<file path="src/rtl/ubt_pkg.sv">
package ubt_pkg;
    localparam int SEL_W   = 3;
    localparam int NOM_LEN = 16;
    localparam int LEN_W   = $clog2(NOM_LEN + 2);

    localparam logic [SEL_W-1:0] SEL_NOM    = 3'b000;
    localparam logic [SEL_W-1:0] SEL_ALT_UP = 3'b001;
    localparam logic [SEL_W-1:0] SEL_SHORT  = 3'b010;
    localparam logic [SEL_W-1:0] SEL_ALT_DN = 3'b011;
    localparam logic [SEL_W-1:0] SEL_LONG   = 3'b100;
endpackage

</file>
<file path="src/rtl/ubt_prescaler.sv">
module ubt_prescaler #(
    parameter int DIV_W = 8
) (
    input  logic             clk,
    input  logic             rst_n,
    input  logic             run,
    input  logic             clear,
    input  logic             base_tick,
    input  logic [DIV_W-1:0] div_lim,
    output logic             tick_ev
);
    typedef struct packed {
        logic [DIV_W-1:0] cnt;
    } pre_st_t;

    pre_st_t st_d, st_q;

    always_comb begin
        st_d    = st_q;
        tick_ev = 1'b0;
        if (!run || clear) begin
            st_d.cnt = '0;
        end else if (base_tick) begin
            if (st_q.cnt >= div_lim) begin
                tick_ev  = 1'b1;
                st_d.cnt = '0;
            end else begin
                st_d.cnt = st_q.cnt + DIV_W'(1);
            end
        end
    end

    always_ff @(posedge clk or negedge rst_n) begin
        if (!rst_n) st_q <= '0;
        else        st_q <= st_d;
    end
endmodule

</file>
<file path="src/rtl/ubt_len_dec.sv">
module ubt_len_dec
    import ubt_pkg::*;
(
    input  logic [SEL_W-1:0] sel,
    input  logic             phase,
    output logic [LEN_W-1:0] bit_len
);
    localparam logic [LEN_W-1:0] L_NOM   = LEN_W'(NOM_LEN);
    localparam logic [LEN_W-1:0] L_SHORT = LEN_W'(NOM_LEN - 1);
    localparam logic [LEN_W-1:0] L_LONG  = LEN_W'(NOM_LEN + 1);

    always_comb begin
        case (sel)
            SEL_SHORT:  bit_len = L_SHORT;
            SEL_LONG:   bit_len = L_LONG;
            SEL_ALT_UP: bit_len = phase ? L_LONG : L_NOM;
            SEL_ALT_DN: bit_len = phase ? L_NOM : L_SHORT;
            default:    bit_len = L_NOM;
        endcase
    end
endmodule

</file>
<file path="src/rtl/ubt_bit_ctr.sv">
module ubt_bit_ctr
    import ubt_pkg::*;
#(
    parameter int DIV_W = 8
) (
    input  logic             clk,
    input  logic             rst_n,
    input  logic             run,
    input  logic             clear,
    input  logic             tick_ev,
    input  logic [DIV_W-1:0] div_in,
    input  logic [SEL_W-1:0] sel_in,
    input  logic [LEN_W-1:0] bit_len,
    output logic [DIV_W-1:0] div_act,
    output logic [SEL_W-1:0] sel_act,
    output logic             phase,
    output logic             rt_tick,
    output logic             bit_strobe,
    output logic             mid_strobe
);
    typedef struct packed {
        logic [LEN_W-1:0] tcnt;
        logic             phase;
        logic [DIV_W-1:0] div;
        logic [SEL_W-1:0] sel;
        logic             rt;
        logic             bs;
        logic             ms;
    } bit_st_t;

    bit_st_t          st_d, st_q;
    logic [LEN_W-1:0] tick_num;
    logic [LEN_W-1:0] half_len;

    assign tick_num = st_q.tcnt + LEN_W'(1);
    assign half_len = bit_len >> 1;

    always_comb begin
        st_d    = st_q;
        st_d.rt = 1'b0;
        st_d.bs = 1'b0;
        st_d.ms = 1'b0;
        if (!run || clear) begin
            st_d.tcnt  = '0;
            st_d.phase = 1'b0;
            st_d.div   = div_in;
            st_d.sel   = sel_in;
        end else if (tick_ev) begin
            st_d.rt = 1'b1;
            if (tick_num == half_len) st_d.ms = 1'b1;
            if (tick_num >= bit_len) begin
                st_d.bs    = 1'b1;
                st_d.tcnt  = '0;
                st_d.phase = ~st_q.phase;
                st_d.div   = div_in;
                st_d.sel   = sel_in;
            end else begin
                st_d.tcnt = tick_num;
            end
        end
    end

    always_ff @(posedge clk or negedge rst_n) begin
        if (!rst_n) st_q <= '0;
        else        st_q <= st_d;
    end

    assign div_act    = st_q.div;
    assign sel_act    = st_q.sel;
    assign phase      = st_q.phase;
    assign rt_tick    = st_q.rt;
    assign bit_strobe = st_q.bs;
    assign mid_strobe = st_q.ms;
endmodule

</file>
<file path="src/rtl/uart_bit_timer.sv">
module uart_bit_timer
    import ubt_pkg::*;
#(
    parameter int DIV_W = 8
) (
    input  logic             clk,
    input  logic             rst_n,
    input  logic             en,
    input  logic             frame_start,
    input  logic             base_tick,
    input  logic [DIV_W-1:0] div_val,
    input  logic [SEL_W-1:0] len_sel,
    output logic             rt_tick,
    output logic             bit_strobe,
    output logic             mid_strobe
);
    logic             tick_ev;
    logic [DIV_W-1:0] div_act;
    logic [SEL_W-1:0] sel_act;
    logic             phase;
    logic [LEN_W-1:0] bit_len;

    ubt_prescaler #(.DIV_W(DIV_W)) u_pre (
        .clk       (clk),
        .rst_n     (rst_n),
        .run       (en),
        .clear     (frame_start),
        .base_tick (base_tick),
        .div_lim   (div_act),
        .tick_ev   (tick_ev)
    );

    ubt_len_dec u_dec (
        .sel     (sel_act),
        .phase   (phase),
        .bit_len (bit_len)
    );

    ubt_bit_ctr #(.DIV_W(DIV_W)) u_ctr (
        .clk        (clk),
        .rst_n      (rst_n),
        .run        (en),
        .clear      (frame_start),
        .tick_ev    (tick_ev),
        .div_in     (div_val),
        .sel_in     (len_sel),
        .bit_len    (bit_len),
        .div_act    (div_act),
        .sel_act    (sel_act),
        .phase      (phase),
        .rt_tick    (rt_tick),
        .bit_strobe (bit_strobe),
        .mid_strobe (mid_strobe)
    );
endmodule

</file>
<file path="config.mk">
export PLATFORM = sky130hd
export DESIGN_NAME = uart_bit_timer
export DESIGN_NICKNAME = d
export VERILOG_FILES = /design/src/rtl/ubt_pkg.sv /design/src/rtl/ubt_prescaler.sv /design/src/rtl/ubt_len_dec.sv /design/src/rtl/ubt_bit_ctr.sv /design/src/rtl/uart_bit_timer.sv
export SDC_FILE = /design/constraint.sdc
export NUM_CORES = 1
export LEC_CHECK = 0
export BUFFER_PORTS_ARGS = -buffer_cell sky130_fd_sc_hd__buf_4
export CAP_MARGIN = 10
export CORE_ASPECT_RATIO = 1.1
export CORE_MARGIN = 2
export CORE_UTILIZATION = 52
export DETAILED_ROUTE_END_ITERATION = 10
export PLACE_DENSITY = 0.85
export SKIP_LAST_GASP = 1
export SLEW_MARGIN = 20
export SYNTH_ARGS = -nofsm -noshare
export SYNTH_HDL_FRONTEND = slang
export SYNTH_SLANG_ARGS = --single-unit
</file>
<file path="constraint.sdc">
create_clock -name clk -period 2.7 [get_ports clk]
set_input_delay 0.27 -clock clk [delete_from_list [all_inputs] [get_ports clk]]
set_output_delay 0.27 -clock clk [all_outputs]
set_load 0.01 [all_outputs]
</file>
# After elaboration in Yosys (flattened, before gate mapping)
# Index checks and enable logic that the tools add are counted.
# op_classes
muxes,16
add_sub_neg,2
n_mul,0
order_cmp,2
shifts,0
bitwise_logic,1
n_eq_ne,5
n_reduce_logical,6
n_div,0
# ops
operator,n
two-way mux 8 bit,3
two-way mux 20 bit,1
one-hot mux 5 bit (4 select lines),1
two-way mux 17 bit,1
two-way mux 12 bit,1
two-way mux 5 bit,2
adder 8 x 1 -> 8 bit (second input constant),1
>= comparator 8 bit,1
== test 3 x 2 -> 1 bit (second input constant),2
two-way mux 1 bit,6
nonzero test 2 bit,3
adder 5 x 1 -> 5 bit (second input constant),1
== test 5 x 4 -> 1 bit,1
>= comparator 5 bit,1
== test 3 x 1 -> 1 bit (second input constant),1
== test 3 bit (second input constant),1
two-way mux 3 bit,1
AND reduction 2 bit,1
logical NOT 1 bit,1
logical OR 1 bit,1
NOT 1 bit,1
# word_totals
latch_bits,0
ram_bits,0
in_bits,16
mem_count,0
out_inout_bits,3
reg_bits,28
word_cells,40
mem_bits_ro,0

# Longest topological paths before layout
# depth
ltp_word,6
depth_mapped,11
mapped_depth_nobuf,10

# Hierarchy
# A second synthesis with hierarchy kept.
# hier_totals
cells_unflattened,194
area_unflattened_um2,1929.4
# by_module_without_submodules
module,n_inst,area_each_um2,seq_area_each_um2,cells_each
ubt_bit_ctr,1,1113.6,500.5,100
ubt_prescaler,1,744.5,200.2,85
ubt_len_dec,1,71.3,0.0,9

# Worst setup path after synthesis
# No wires, ideal clock.
# synth_timing
path_kind,register to register
from,register u_ctr.st_q (netlist bit u_ctr.sel_act[1])
to,register u_ctr.st_q (netlist bit u_ctr.div_act[0])
n_path_buf,1
synth_period_minus_slack_ps,2540
t_arrival_ps,2414
path_stages_with_launch,11
setup_time_ps,125
path_slack_ps,160
t_required_ps,2575
path_cell_list,dfrtp_1 > mux2_2 > o22ai_1 > ha_1 > nand2b_1 > a21oi_1 > a31oi_1 > a311oi_4 > o21ai_2 > buf_6 > mux2_4
# synth_via
elab_chain_cells,5
word_cells_on_any_way,8
cone_classes,1 x order compare; 4 x eq/ne; 1 x mux; 2 x reduce/logical
# synth_lines
item,line_no,text
from (decl),ubt_bit_ctr.sv:31,"bit_st_t st_d, st_q;"
from (signal assigned),ubt_bit_ctr.sv:65,else st_q <= st_d;
"== test 3 x 2 -> 1 bit, or another cell as far along",ubt_len_dec.sv:13,case (sel)
one-hot mux 5 bit (4 select lines) (*),ubt_len_dec.sv:13,
>= comparator 5 bit (*),ubt_bit_ctr.sv:51,if (tick_num >= bit_len) begin
nonzero test 2 bit (no line) (*),-,
AND reduction 2 bit (no line) (*),-,
# Mark *: on every way between the ends. The rest lies on a longest branch, timed or not.
# A chain may end at the register's enable or synchronous reset.

# Final worst setup path
# layout_timing
from,register u_pre.st_q[0] in the netlist's numbering
to,register u_pre.st_q[6] in the netlist's numbering
# layout_via
elab_chain_cells,4
word_cells_on_any_way,5
cone_classes,1 x add/sub; 1 x order compare; 3 x mux
# layout_lines
item,line_no,text
from (decl),ubt_prescaler.sv:16,"pre_st_t st_d, st_q;"
from (signal assigned),ubt_prescaler.sv:35,else st_q <= st_d;
adder 8 x 1 -> 8 bit / >= comparator 8 bit (equally long branches),"ubt_prescaler.sv:28, ubt_prescaler.sv:24",
two-way mux 8 bit (*),ubt_prescaler.sv:24,if (st_q.cnt >= div_lim) begin
two-way mux 8 bit (*),ubt_prescaler.sv:23,end else if (base_tick) begin
two-way mux 8 bit (*),ubt_prescaler.sv:21,if (!run || clear) begin
# Mark *: on every way between the ends. The rest lies on a longest branch, timed or not. The select of a mux whose other input is x is not followed.

==> qor.log <==
qor: clocking.clock_sinks 28
qor: grt.overflow 0
qor: logic_synthesis.area_of_the_mapped_netlist 1720 um2
qor: setup_path.critical_path.slowest_cell or4_1
qor: logic_synthesis.synth-main-ff-cell dfrtp_1
qor: route.routed_wl 3870 um
qor: floorplan.floorplan.rows 21
qor: grt.grt_first_pass_wirelength 6260 um
qor: sta.timing.final.crit_share 96.3%
qor: sta.slew_headroom 40.5%
qor: logic_synthesis.synth.distinct_cells 45
qor: floorplan.die_x 58.8 um
qor: sta.setup_viol 0
qor: route.ant_nets 0
qor: finish.multi_input_comb_area 1010 um2
qor: logic_synthesis.yosys.area.top_type dfrtp_1
qor: setup_path.critical_path_arrival 2880 ps
qor: finish.post-route-util 66.4%
qor: place.hpwl_after_detailed_placement 2610 um
qor: pwr.power.total 885 uW
qor: pwr.p_leak 0.000969 uW
qor: logic_synthesis.synth-seq-area-share 40.8%
qor: place.port-buffer-count 18
qor: sta.finalMaxSlewViolations 0
qor: status.result_of_the_run finished, violations left
qor: finish.drive_gt1_share 29.2%
qor: clocking.clk_latency 350 ps
qor: logic_synthesis.synth_nets 197
qor: grt.antenna_found_initial 0
qor: sta.finClkSkew 3.00 ps
qor: pwr.power-per-cell-area 430 nW/um2
qor: logic_synthesis.cell_types_with_the_largest_area_share_after_synthesis dfrtp_1 (41%), ha_1 (9.5%), mux2_4 (8.8%)
qor: sta.whs 137 ps
qor: setup_path.crit_buf_inv 1
qor: place.dpl_worst_slack -90.9 ps
qor: floorplan.core_region_area 3100 um2
qor: logic_synthesis.synth_fa_ha_area_share 9.48%
qor: grt.grt_pass1_vias 1,318
qor: sta.hold_violations 0
qor: logic_synthesis.synth.yosys.warnings 0
qor: finish.area.growth.synth_to_final 20.1%
qor: finish.antennaDiodeCount 0
qor: route.wire_length_per_cell_after_detailed_routing 16.9 um
qor: clocking.clock_transition_at_path_regs 170 ps
qor: floorplan.die-area 3770 um2
qor: setup_path.setup.worst_path.start_class flop
qor: grt.grt_max_degree 29
qor: route.drt-initial-drc-count 77
qor: sta.setup_slack 100 ps
qor: setup_path.worst_reg2reg_setup_slack 100 ps
qor: setup_path.path_max_fanout 7
qor: route.detail_route.drc_violations 1
qor: clocking.cts_tree yes
qor: route.avgViaCountPerCell 6.09
qor: finish.fillers 236
qor: logic_synthesis.syn-mean-instance-area 10.2 um2
qor: clocking.clockBufferDepth 2
qor: floorplan.die_height 64.2 um
qor: status.violations_in_the_final_reports design-rule violations
qor: floorplan.start_util 55.3%
qor: pwr.worst_ir_drop_vdd 0.282 mV
qor: logic_synthesis.number_of_synthesized_flops_with_an_enable_pin 0
qor: clocking.number_of_buffers_added_by_the_clock_tree_synthesis_step 3
qor: logic_synthesis.synth.cells.most_frequent dfrtp_1 (28), inv_1 (14), a21oi_1 (13), ha_1 (13), nand2_1 (13)
qor: setup_path.crit_path_end_kind flop
qor: logic_synthesis.ys_async_sr_fraction 100%
qor: logic_synthesis.ys_seq_elements 28
qor: setup_path.timing.setup.critical_path_class reg2reg
qor: logic_synthesis.synthCells 168
qor: floorplan.boundaryPins 19
qor: finish.design.final.nets 225
qor: logic_synthesis.synth_top_area_share 40.8%
qor: place.placer_s_final_routability_congestion_estimate 0.883
qor: sta.worst_pin_slew 891 ps
qor: setup_path.crit_chain inv_1 > ha_1 > nand2b_1 > a2111oi_4 > nor3_2 > or3_4 > or4_1 > a21oi_1
qor: clocking.ctsRootBufferMaster clkbuf_4
qor: logic_synthesis.muxShareOfSynthArea 10.7%
qor: logic_synthesis.synth_simple_gate_area_share 18.2%
qor: job.cap_violations 0
qor: setup_path.critical-path-max-stage-delay 520 ps
qor: setup_path.cp_data_required_time 2980 ps
qor: logic_synthesis.synth_most_common_cell dfrtp_1
qor: route.dr_total_vias 1,395
qor: sta.fin_crit 2600 ps
qor: finish.ff_latch_area 701 um2
qor: clocking.htree_num_levels 1
qor: logic_synthesis.synth_top_family_by_area simple AND/OR/NAND/NOR gates
qor: hold_path.hold_path_class in2reg
qor: setup_path.worst_path_dominant_cell_family simple AND/OR/NAND/NOR gates
qor: grt.groute.usage.overall 21.5%
qor: logic_synthesis.synth-compound-area-share 14.8%
qor: route.first_pass_iters 7
qor: sta.maxClockFrequency 385 MHz
qor: logic_synthesis.yosys.area_share.xor_xnor 1.53%
cells by family (layout without fill, tap and decap cells):
family | Yosys count | in the layout
flops | 28 | 28
buf+inv | 18 | 44
compound gates | 36 | 37
simple gates | 57 | 57
fa+ha+maj | 13 | 13
mux | 13 | 13
xor+xnor | 3 | 3
metal layers:
metal,vias up,wire length (um),track usage (%)
met3,5,123,2.02
li1,666,-,-
met4,0,44,6.53
met1,688,1740,29.6
met2,36,1960,35.6
met5,-,0,0
flip-flops by register name, indices dropped and copies added (netlist names):
name              cells
u_ctr.div_act         8
u_ctr.st_q            5
u_pre.st_q            8
u_ctr.sel_act         3
u_ctr.bit_strobe      1
u_ctr.mid_strobe      1
u_ctr.phase           1
u_ctr.rt_tick         1
path summary, 6_finish.rpt:
path	startpoint	to	cells after the start
hold reg to reg	u_ctr.div_act[5]	u_ctr.div_act[5]	1
setup / recovery	u_pre.st_q[0]	u_pre.st_q[6]	8
min in group asynchronous	rst_n	u_ctr.div_act[4]	2
hold / removal	div_val[0]	u_ctr.div_act[0]	2
setup reg to reg	u_pre.st_q[0]	u_pre.st_q[6]	8
max in group asynchronous	rst_n	u_ctr.phase	2
timing repair:
item / in CTS / in global routing
endpoints found under the hold margin: 28 / 0
gates cloned: 0 / 1
resized for setup: 1 / 9
endpoints found under the setup margin: 11 / 15
pin swaps: 0 / 4
hold buffers: 1 / 0
buffers inserted: 0 / 3
worst register-to-register path, cell delays in order (launching register included):
cell       delay, ps
dfrtp_1          430
inv_1             90
ha_1             230
nand2b_1         180
a2111oi_4        410
nor3_2           130
or3_4            380
or4_1            520
a21oi_1          160
cell usage in the layout (no fill, tap or decap), types with 3 or more instances in the layout:
cell / netlist / final
ha_1: 13 / 13
nand2_1: 13 / 13
a21oi_1: 13 / 12
nor2_1: 9 / 9
dfrtp_1: 28 / 28
or4_1: 5 / 5
nand3_1: 8 / 8
nand2b_1: 3 / 3
buf_4: 0 / 25
inv_1: 14 / 14
clkbuf_4: 0 / 3
o21ai_0: 3 / 3
o21ai_1: 5 / 5
mux2_4: 10 / 11
power breakdown:
| part | internal (uW) | total, uW | switching [uW] |
|---|---|---|---|
| Clock | 150 | 293 | 142 |
| Combinational | 77.2 | 146 | 69.0 |
| Sequential | 434 | 446 | 12.1 |
| Total | 662 | 885 | 223 |
area by class of cell:
cell class                 instances  share of cell area [%]
sequential                        28                    34.0
tap                               34                    2.07
inverter                          14                    2.55
clock inverter                     1                    1.46
timing repair buffer              26                    9.60
clock buffer                       3                    1.09
multi-input combinational        123                    49.2
per-stage QoR:
step	cells	instance area, um2	setup TNS, ps
detailed placement	220	1900	-621
global placement	220	1900	0
floorplan	168	1720	0
CTS	225	1970	0
finish	229	2060	0
global route	229	2060	-81.5
Note: power is estimated with default switching activity, not from simulation.
